===== src/rtl/tlb_lock_pkg.sv =====
package tlb_lock_pkg;

  // Next value of a modulo-n counter.
  function automatic int unsigned wrap_inc(int unsigned v, int unsigned n);
    return (v + 1) % n;
  endfunction

  // Set index of a page number for a power-of-two set count.
  function automatic int unsigned set_of(int unsigned vpn, int unsigned sets);
    return vpn % sets;
  endfunction

  typedef enum logic [1:0] {
    FT_NONE = 2'd0,
    FT_SA   = 2'd1,
    FT_LOCK = 2'd2
  } fill_tgt_e;

endpackage


===== src/rtl/tlb_sa_array.sv =====
module tlb_sa_array
  import tlb_lock_pkg::*;
#(
  parameter int VPN_W = 20,
  parameter int PAY_W = 24,
  parameter int SETS  = 16,
  parameter int WAYS  = 2,
  localparam int IDX_W = $clog2(SETS),
  localparam int TAG_W = VPN_W - IDX_W,
  localparam int PTR_W = (WAYS > 1) ? $clog2(WAYS) : 1
) (
  input  logic             clk,
  input  logic             rst_n,
  input  logic [VPN_W-1:0] look_vpn,
  output logic             look_hit,
  output logic [PAY_W-1:0] look_pay,
  input  logic             fill_en,
  input  logic [VPN_W-1:0] fill_vpn,
  input  logic [PAY_W-1:0] fill_pay,
  input  logic             clr_all,
  input  logic             clr_one,
  input  logic [VPN_W-1:0] clr_vpn,
  output logic             any_valid
);

  logic [TAG_W-1:0] tag_q   [SETS][WAYS];
  logic [PAY_W-1:0] pay_q   [SETS][WAYS];
  logic [WAYS-1:0]  valid_q [SETS];
  logic [WAYS-1:0]  valid_d [SETS];
  logic [PTR_W-1:0] rr_q    [SETS];

  logic [IDX_W-1:0] look_set, fill_set, clr_set;
  logic [TAG_W-1:0] look_tag, fill_tag, clr_tag;
  logic [WAYS-1:0]  clr_match, fill_kill, fill_match;
  logic [PTR_W-1:0] fill_way;
  logic             fill_alloc;

  assign look_set = look_vpn[IDX_W-1:0];
  assign look_tag = look_vpn[VPN_W-1:IDX_W];
  assign fill_set = fill_vpn[IDX_W-1:0];
  assign fill_tag = fill_vpn[VPN_W-1:IDX_W];
  assign clr_set  = clr_vpn[IDX_W-1:0];
  assign clr_tag  = clr_vpn[VPN_W-1:IDX_W];

  // Lookup: the lowest matching way wins; duplicates are never created.
  always_comb begin
    look_hit = 1'b0;
    look_pay = '0;
    for (int w = WAYS - 1; w >= 0; w--) begin
      if (valid_q[look_set][w] && tag_q[look_set][w] == look_tag) begin
        look_hit = 1'b1;
        look_pay = pay_q[look_set][w];
      end
    end
  end

  // Ways hit by the invalidate, and fill matching on the post-invalidate state.
  always_comb begin
    for (int w = 0; w < WAYS; w++) begin
      clr_match[w]  = valid_q[clr_set][w] && (tag_q[clr_set][w] == clr_tag);
      fill_kill[w]  = clr_all || (clr_one && (clr_set == fill_set) && clr_match[w]);
      fill_match[w] = valid_q[fill_set][w] && !fill_kill[w] &&
                      (tag_q[fill_set][w] == fill_tag);
    end
  end

  always_comb begin
    fill_way = rr_q[fill_set];
    for (int w = WAYS - 1; w >= 0; w--) begin
      if (fill_match[w]) fill_way = PTR_W'(w);
    end
  end

  assign fill_alloc = fill_en && !(|fill_match);

  always_comb begin
    for (int s = 0; s < SETS; s++) begin
      valid_d[s] = clr_all ? '0 : valid_q[s];
      if (clr_one && clr_set == IDX_W'(s)) valid_d[s] = valid_d[s] & ~clr_match;
      if (fill_en && fill_set == IDX_W'(s)) valid_d[s][fill_way] = 1'b1;
    end
  end

  always_ff @(posedge clk or negedge rst_n) begin
    if (!rst_n) begin
      for (int s = 0; s < SETS; s++) begin
        valid_q[s] <= '0;
        rr_q[s]    <= '0;
      end
    end else begin
      for (int s = 0; s < SETS; s++) valid_q[s] <= valid_d[s];
      if (fill_alloc)
        rr_q[fill_set] <= PTR_W'(wrap_inc(int'(rr_q[fill_set]), WAYS));
    end
  end

  always_ff @(posedge clk) begin
    if (fill_en) begin
      tag_q[fill_set][fill_way] <= fill_tag;
      pay_q[fill_set][fill_way] <= fill_pay;
    end
  end

  always_comb begin
    any_valid = 1'b0;
    for (int s = 0; s < SETS; s++) any_valid = any_valid | (|valid_q[s]);
  end

endmodule


===== src/rtl/tlb_lock_bank.sv =====
module tlb_lock_bank #(
  parameter int VPN_W  = 20,
  parameter int PAY_W  = 24,
  parameter int LOCK_N = 8,
  localparam int LK_IDX_W = $clog2(LOCK_N)
) (
  input  logic                clk,
  input  logic                rst_n,
  input  logic [VPN_W-1:0]    look_vpn,
  output logic                look_hit,
  output logic [PAY_W-1:0]    look_pay,
  input  logic                wr_en,
  input  logic [LK_IDX_W-1:0] wr_idx,
  input  logic [VPN_W-1:0]    wr_vpn,
  input  logic [PAY_W-1:0]    wr_pay,
  input  logic                clr_one,
  input  logic [VPN_W-1:0]    clr_vpn,
  output logic [LOCK_N-1:0]   valid_vec
);

  logic [LOCK_N-1:0] match;
  logic [PAY_W-1:0]  pay_arr [LOCK_N];

  for (genvar i = 0; i < LOCK_N; i++) begin : g_ent
    logic             v_q;
    logic [VPN_W-1:0] vpn_q;
    logic [PAY_W-1:0] pay_q;
    logic             sel, kill;

    assign sel  = wr_en && (wr_idx == LK_IDX_W'(i));
    assign kill = clr_one && v_q && (vpn_q == clr_vpn);

    // A write in the same cycle as a clear wins: the invalidate comes first.
    always_ff @(posedge clk or negedge rst_n) begin
      if (!rst_n)    v_q <= 1'b0;
      else if (sel)  v_q <= 1'b1;
      else if (kill) v_q <= 1'b0;
    end

    always_ff @(posedge clk) begin
      if (sel) begin
        vpn_q <= wr_vpn;
        pay_q <= wr_pay;
      end
    end

    assign valid_vec[i] = v_q;
    assign match[i]     = v_q && (vpn_q == look_vpn);
    assign pay_arr[i]   = pay_q;
  end

  // Lowest-numbered matching slot wins.
  always_comb begin
    look_hit = 1'b0;
    look_pay = '0;
    for (int i = LOCK_N - 1; i >= 0; i--) begin
      if (match[i]) begin
        look_hit = 1'b1;
        look_pay = pay_arr[i];
      end
    end
  end

endmodule


===== src/rtl/tlb_lock_ctrl.sv =====
module tlb_lock_ctrl
  import tlb_lock_pkg::*;
#(
  parameter int LOCK_N = 8,
  localparam int LK_IDX_W = $clog2(LOCK_N)
) (
  input  logic                clk,
  input  logic                rst_n,
  input  logic                reg_wr,
  input  logic [LK_IDX_W:0]   reg_wdata,
  input  logic                fill_req,
  output logic [LK_IDX_W:0]   reg_q,
  output logic [LK_IDX_W-1:0] victim,
  output fill_tgt_e           fill_tgt
);

  logic                pin_q;
  logic [LK_IDX_W-1:0] vic_q;

  always_comb begin
    if (!fill_req)  fill_tgt = FT_NONE;
    else if (pin_q) fill_tgt = FT_LOCK;
    else            fill_tgt = FT_SA;
  end

  always_ff @(posedge clk or negedge rst_n) begin
    if (!rst_n) begin
      pin_q <= 1'b0;
      vic_q <= '0;
    end else if (reg_wr) begin
      pin_q <= reg_wdata[LK_IDX_W];
      vic_q <= reg_wdata[LK_IDX_W-1:0];
    end else if (fill_tgt == FT_LOCK) begin
      vic_q <= LK_IDX_W'(wrap_inc(int'(vic_q), LOCK_N));
    end
  end

  assign reg_q  = {pin_q, vic_q};
  assign victim = vic_q;

endmodule


===== src/rtl/tlb_lock_top.sv =====
module tlb_lock_top
  import tlb_lock_pkg::*;
#(
  parameter int VPN_W  = 20,
  parameter int PAY_W  = 24,
  parameter int SETS   = 16,
  parameter int WAYS   = 2,
  parameter int LOCK_N = 8,
  localparam int LK_IDX_W = $clog2(LOCK_N)
) (
  input  logic                clk,
  input  logic                rst_n,
  input  logic [VPN_W-1:0]    look_vpn,
  output logic                look_hit,
  output logic [PAY_W-1:0]    look_pay,
  input  logic                fill_req,
  input  logic [VPN_W-1:0]    fill_vpn,
  input  logic [PAY_W-1:0]    fill_pay,
  input  logic [2:0]          inv_all_req,
  input  logic [2:0]          inv_one_req,
  input  logic [VPN_W-1:0]    inv_vpn,
  input  logic                lkreg_wr,
  input  logic [LK_IDX_W:0]   lkreg_wdata,
  output logic [LK_IDX_W:0]   lkreg_q
);

  // Named internal events, also watched by the checker.
  logic                inv_all_any, inv_one_any;
  logic                fill_lock, fill_sa;
  logic [LK_IDX_W-1:0] victim;
  fill_tgt_e           fill_tgt;
  logic                sa_hit, lock_hit, sa_any_valid;
  logic [PAY_W-1:0]    sa_pay, lock_pay;
  logic [LOCK_N-1:0]   lock_valid;

  // One array serves both sides, so the side strobes merge.
  assign inv_all_any = |inv_all_req;
  assign inv_one_any = |inv_one_req;
  assign fill_lock   = (fill_tgt == FT_LOCK);
  assign fill_sa     = (fill_tgt == FT_SA);

  tlb_lock_ctrl #(.LOCK_N(LOCK_N)) u_ctrl (
    .clk      (clk),
    .rst_n    (rst_n),
    .reg_wr   (lkreg_wr),
    .reg_wdata(lkreg_wdata),
    .fill_req (fill_req),
    .reg_q    (lkreg_q),
    .victim   (victim),
    .fill_tgt (fill_tgt)
  );

  tlb_sa_array #(.VPN_W(VPN_W), .PAY_W(PAY_W), .SETS(SETS), .WAYS(WAYS)) u_sa (
    .clk      (clk),
    .rst_n    (rst_n),
    .look_vpn (look_vpn),
    .look_hit (sa_hit),
    .look_pay (sa_pay),
    .fill_en  (fill_sa),
    .fill_vpn (fill_vpn),
    .fill_pay (fill_pay),
    .clr_all  (inv_all_any),
    .clr_one  (inv_one_any),
    .clr_vpn  (inv_vpn),
    .any_valid(sa_any_valid)
  );

  tlb_lock_bank #(.VPN_W(VPN_W), .PAY_W(PAY_W), .LOCK_N(LOCK_N)) u_lock (
    .clk      (clk),
    .rst_n    (rst_n),
    .look_vpn (look_vpn),
    .look_hit (lock_hit),
    .look_pay (lock_pay),
    .wr_en    (fill_lock),
    .wr_idx   (victim),
    .wr_vpn   (fill_vpn),
    .wr_pay   (fill_pay),
    .clr_one  (inv_one_any),
    .clr_vpn  (inv_vpn),
    .valid_vec(lock_valid)
  );

  // The pinned region has priority over the set-associative array.
  always_comb begin
    look_hit = lock_hit | sa_hit;
    if (lock_hit)    look_pay = lock_pay;
    else if (sa_hit) look_pay = sa_pay;
    else             look_pay = '0;
  end

endmodule


===== config.mk =====
export PLATFORM = sky130hd
export DESIGN_NAME = tlb_lock_top
export DESIGN_NICKNAME = d
export VERILOG_FILES = /design/src/rtl/tlb_lock_pkg.sv /design/src/rtl/tlb_sa_array.sv /design/src/rtl/tlb_lock_bank.sv /design/src/rtl/tlb_lock_ctrl.sv /design/src/rtl/tlb_lock_top.sv
export SDC_FILE = /design/constraint.sdc
export NUM_CORES = 2
export LEC_CHECK = 0
export BUFFER_PORTS_ARGS = -buffer_cell sky130_fd_sc_hd__buf_2
export CAP_MARGIN = 20
export CORE_ASPECT_RATIO = 1.5
export CORE_MARGIN = 1
export CORE_UTILIZATION = 61
export CTS_CLUSTER_SIZE = 28
export DETAILED_ROUTE_END_ITERATION = 8
export GPL_ROUTABILITY_DRIVEN = 1
export PLACE_DENSITY = 0.84
export SETUP_SLACK_MARGIN = 0.05
export SYNTH_ARGS = -nofsm -noshare
export SYNTH_HDL_FRONTEND = slang
export SYNTH_HIERARCHICAL = 1
export SYNTH_SLANG_ARGS = --single-unit
export TNS_END_PERCENT = 20

===== constraint.sdc =====
create_clock -name clk -period 8.3 [get_ports clk]
set_clock_uncertainty 0.05 [all_clocks]
set_input_delay 0.415 -clock clk [delete_from_list [all_inputs] [get_ports clk]]
set_output_delay 0.415 -clock clk [all_outputs]
set_load 0.01 [all_outputs]

# [Yosys cells after proc, flatten, opt, wreduce, memory -nomap -nowiden]
# Memory sizes are Yosys's and may differ from the RTL's.
# Cells that the tools add are included.
[op_classes] shift=0 mul=0 n_eq_ne=62 n_addsub=2 magnitude_cmp=8 muxes=116 div=0 reduce_logical=99 bitwise_logic=38
[ops] op="$eq 20x20->1" count=16
[ops] op="$mux 24" count=13
[ops] op="$mux 2" count=56
[ops] op="$eq 16x16->1" count=6
[ops] op="$logic_and 1x1->1" count=79
[ops] op="$eq 4x4->1 const B" count=16
[ops] op="$mux 48" count=1
[ops] op="$mux 1" count=33
[ops] op="$and 2x2->2" count=16
[ops] op="$eq 4x3->1 const B" count=8
[ops] op="$mux 32" count=1
[ops] op="$or 2x2->2" count=16
[ops] op="$bmux 2 s4" count=3
[ops] op="$demux 24 s1" count=1
[ops] op="$reduce_bool 2->1" count=9
[ops] op="$bwmux 16" count=1
[ops] op="$demux 16 s1" count=1
[ops] op="$eq 4x2->1 const B" count=4
[ops] op="$mux 16" count=1
[ops] op="$ge 5x5->1 const B" count=3
[ops] op="$not 4->5" count=3
[ops] op="$eq 3x3->1 const B" count=4
[ops] op="$eq 4x1->1 const B" count=2
[ops] op="$logic_not 4->1" count=2
[ops] op="24 further kinds" count=30
[word_totals] n_memories=2 rom_bits=0 latch_bits=0 ff_bits=412 in_bits=98 ramBits=1280
[mem_list] name="u_sa.pay_q" words=16 word_bits=48 rd=1 rd_clocked_by_memory_dff=0 write_ports=1 line_no="tlb_sa_array.sv:27" rtl="logic [PAY_W-1:0] pay_q [SETS][WAYS];"
[mem_list] name="u_sa.tag_q" words=16 word_bits=32 rd=3 rd_clocked_by_memory_dff=0 write_ports=1 line_no="tlb_sa_array.sv:26" rtl="logic [TAG_W-1:0] tag_q [SETS][WAYS];"

# [Longest topological paths before layout]
[logic_depth] ltp_word=18 depth_mapped=17 depth_no_buf=11

# [Modules after synthesis]
# Netlist, hierarchy kept.
[by_module_without_submodules] mod="tlb_sa_array" seq_area_each_um2=39638.0 area_per_inst_um2=62094.6 n_inst=1 cells_each=3163
[by_module_without_submodules] mod="tlb_lock_bank" seq_area_each_um2=10770.3 area_per_inst_um2=16915.0 n_inst=1 cells_each=1232
[by_module_without_submodules] mod="tlb_lock_top" seq_area_each_um2=0.0 area_per_inst_um2=309.0 n_inst=1 cells_each=39
[by_module_without_submodules] mod="tlb_lock_ctrl" seq_area_each_um2=100.1 area_per_inst_um2=231.5 n_inst=1 cells_each=23

# [Least setup slack after synthesis]
# No wires, ideal clock.
[synth_timing] path_type="input to register" start="in fill_vpn[1]" end="mem u_sa/pay_q[11][0] (netlist name), enable pin" path_buffers=5 path_slack_ns=1.780 setup_ns=0.487 t_arrival_ns=5.983 cell_stages=14 path_cell_list="buf_2 > buf_2 > buf_6 > buf_4 > mux4_2 > o211ai_1 > o21ai_0 > xor2_1 > nor4_1 > nand4_1 > a2111oi_2 > o21ai_2 > buf_2 > nor3_1"
[synth_between] elab_chain_cells=15
[synth_lines] item="from (decl)" line_no="tlb_lock_top.sv:17" rtl="input logic [VPN_W-1:0] fill_vpn,"
[synth_lines] item="branches (longest 15 deep; another with $mem_v2 16x32)"
[synth_lines] item="to (decl)" line_no="tlb_sa_array.sv:27"
# Several ways; the timed one is not identified. The select of a mux whose other input is x is not followed.

# [Final worst setup path]
[layout_timing] start="in look_vpn[0]" end="out look_pay[0]"
[layout_rtl] item="from (decl)" line_no="tlb_lock_top.sv:13" rtl="input logic [VPN_W-1:0] look_vpn,"
[layout_rtl] item="branches (longest 6 deep; another with $mem_v2 16x32)"
[layout_rtl] item="$mux 1 *" line_no="tlb_sa_array.sv:50" rtl="if (valid_q[look_set][w] && tag_q[look_set][w] == look_tag) begin"
[layout_rtl] item="named net sa_hit" line_no="tlb_lock_top.sv:32" rtl="logic sa_hit, lock_hit, sa_any_valid;"
[layout_rtl] item="$mux 24 *" line_no="tlb_lock_top.sv:87" rtl="else if (sa_hit) look_pay = sa_pay;"
[layout_rtl] item="$mux 24 *" line_no="tlb_lock_top.sv:86" rtl="if (lock_hit) look_pay = lock_pay;"
[layout_rtl] item="to (decl)" line_no="tlb_lock_top.sv:15" rtl="output logic [PAY_W-1:0] look_pay,"
# Mark *: on every way through the listed nets, which the timed path passes. The select of a mux whose other input is x is not followed.

==> flow_summary.ini <==
[die]
start_util = 0.617
rows = 161
die_x_um = 297
core_area_sq_um = 129000
io_pins = 127
dieArea_sq_um = 132000
die_y_um = 444

[timing]
hold_viol_final = 0
grt_setup_unrepaired = false
min_period_ps = 6750
hold_ws_ps = 61.6
maxSlewHeadroom = 0.163
setup_viol = 0
period_share = 0.814
drv_slew = 0
fin_tns_setup_ps = 0
fmax_mhz = 148
worst_pin_slew_ps = 1250

[cells_and_area]
final_nets = 4648
nFillCells = 7729
final_cell_mix = edfxtp_1, mux4_2, xnor2_1, nand2_1, clkbuf_16
drive_gt1_frac = 0.271
layout_commonest_cell = edfxtp_1
area_delta_synth_final_pct = 9.94

[global_route]
grt_pass1_vias = 50800
antenna_found_initial = 12
grt_use_total = 0.429
grt_first_pass_wirelength_mm = 385
gr-total-overflow = 0
grt_max_degree = 115

[cts]
clk_latency_ps = 840
postCtsHoldBufs = 12
htree_levels = 4
clk_root_buffer_cell = clkbuf_16
cts_resized = 0
cts_tree = built
cts.sinks = 1692
clk_path_buf_depth = 3
postCtsSetupBuffers = 0
path_clk_slew_ps = 70
cts-buffers-inserted = 154

[pwr]
switching_share = 0.239
ir_drop_v = 0.000243
p_comb_frac = 0.089
power.leakage_nw = 27.9
total_power_mw = 18.7
switchingPower_mw = 4.47
clkPwrFrac = 0.402
intPower_mw = 14.2
seqPwrFrac = 0.509
p_per_area_nw_per_um2 = 214

[detailed_routing]
vias = 51000
vias_per_cell = 7.96
drtIter0Drc = 9253
ant_nets = 0
drc = 0
drt-total-wl_mm = 276
avgRoutedWirePerCell_um = 43.1
firstDrtPassIters = 7

[critical_path]
crit_required_ps = 7840
cp_slowest_stage_delay_ps = 850
crit_chain = buf_8 -> buf_4 -> mux4_2 -> mux4_2 -> xor2_1 -> nor3_1 -> nand3_1 -> nor3_2 -> buf_4 -> nand2b_1 -> nor2b_4 -> a22o_1 -> buf_2
worst_setup_path_end_kind = output pin
timing.critical_path.buf_inv = 4
arrival_ps = 6290
crit_fanout = 56
worst_setup_path_start_kind = input pin
path_class = in -> out
crit_path_top_delay_cell = buf_4
critical_path.top_delay_family = buffers and inverters

[flow_run]
cap_violations = 0

[logic_synthesis]
synth_cells = 4438
synthesis.nets = 4537
synth_warnings = 6
syn_area_per_cell_sq_um = 17.9
syn_area_sq_um = 79400

[placement]
dp_hpwl_mm = 164
portBuffers = 126
gp_congestion = 1.07

[worst_hold_path]
worstHoldPathType = in -> reg

[outcome]
run_status = completed
power by group through the flow:
stage          sequential [mW]  combinational, mW  clock (mW)
3_3_place_gp              9.70               1.53           0
6_report                  9.53               1.66        7.52
3_5_place_dp              9.70               1.56           0
4_1_cts                   9.52               1.58        7.51
2_1_floorplan             9.69              0.948           0
5_1_grt                   9.53               1.68        7.80
final cells by class:
class,instances,area (sq um),area share
Multi-Input combinational cell,2373,27200,0.312
Tap cell,1711,2140,0.0245
Timing Repair Buffer,277,2010,0.0230
Sequential cell,1692,50500,0.578
Antenna cell,12,30.0,0.000344
Clock buffer,182,4050,0.0464
Inverter,51,191,0.00219
Clock inverter,102,1160,0.0133
metal layers:
layer	up-vias	routed length, um	part of all wire	track usage
li1	18500	-	-	-
met3	1609	35800	0.13	0.127
met4	10	31400	0.11	0.380
met5	-	72	0.00026	0
met1	25400	80600	0.29	0.493
met2	5517	128000	0.46	0.653
through the flow:
stage               instances  area, sq um  setup slack [ps]  utilization
floorplan                4438        79400              1780            -
global placement         6086        81900              1180        0.636
detailed placement       6088        81900              1590        0.636
CTS                      6384        87200              1760        0.678
global route             6389        87300              1440        0.678
finish                   6400        87300              1550        0.678
flip-flops by register name, summed over array words and instances, names as in the netlist:
signal,count
u_sa/tag_q,512
u_ctrl/victim,3
u_ctrl/pin_q,1
u_sa/valid_q,32
u_sa/pay_q,768
u_lock/g_ent.pay_q,192
u_lock/g_ent.v_q,8
u_lock/g_ent.vpn_q,160
u_sa/rr_q,16
final timing paths:
path	start	end	slack, ps	cells after the start
min reg2reg	u_lock/g_ent[4].v_q$_DFFE_PN0P_	u_lock/g_ent[4].v_q$_DFFE_PN0P_	430	1
min in group asynchronous	rst_n	u_sa/valid_q[20]$_DFF_PN0_	290	3
max in group asynchronous	rst_n	u_lock/g_ent[3].v_q$_DFFE_PN0P_	7300	3
max reg2reg	u_sa/tag_q[14][9]$_DFFE_PP_	u_sa/pay_q[8][22]$_DFFE_PP_	2440	12
min	fill_vpn[10]	u_sa/tag_q[10][22]$_DFFE_PP_	60	1
max	look_vpn[0]	look_pay[0]	1550	13
(Power assumes the default switching activity.)
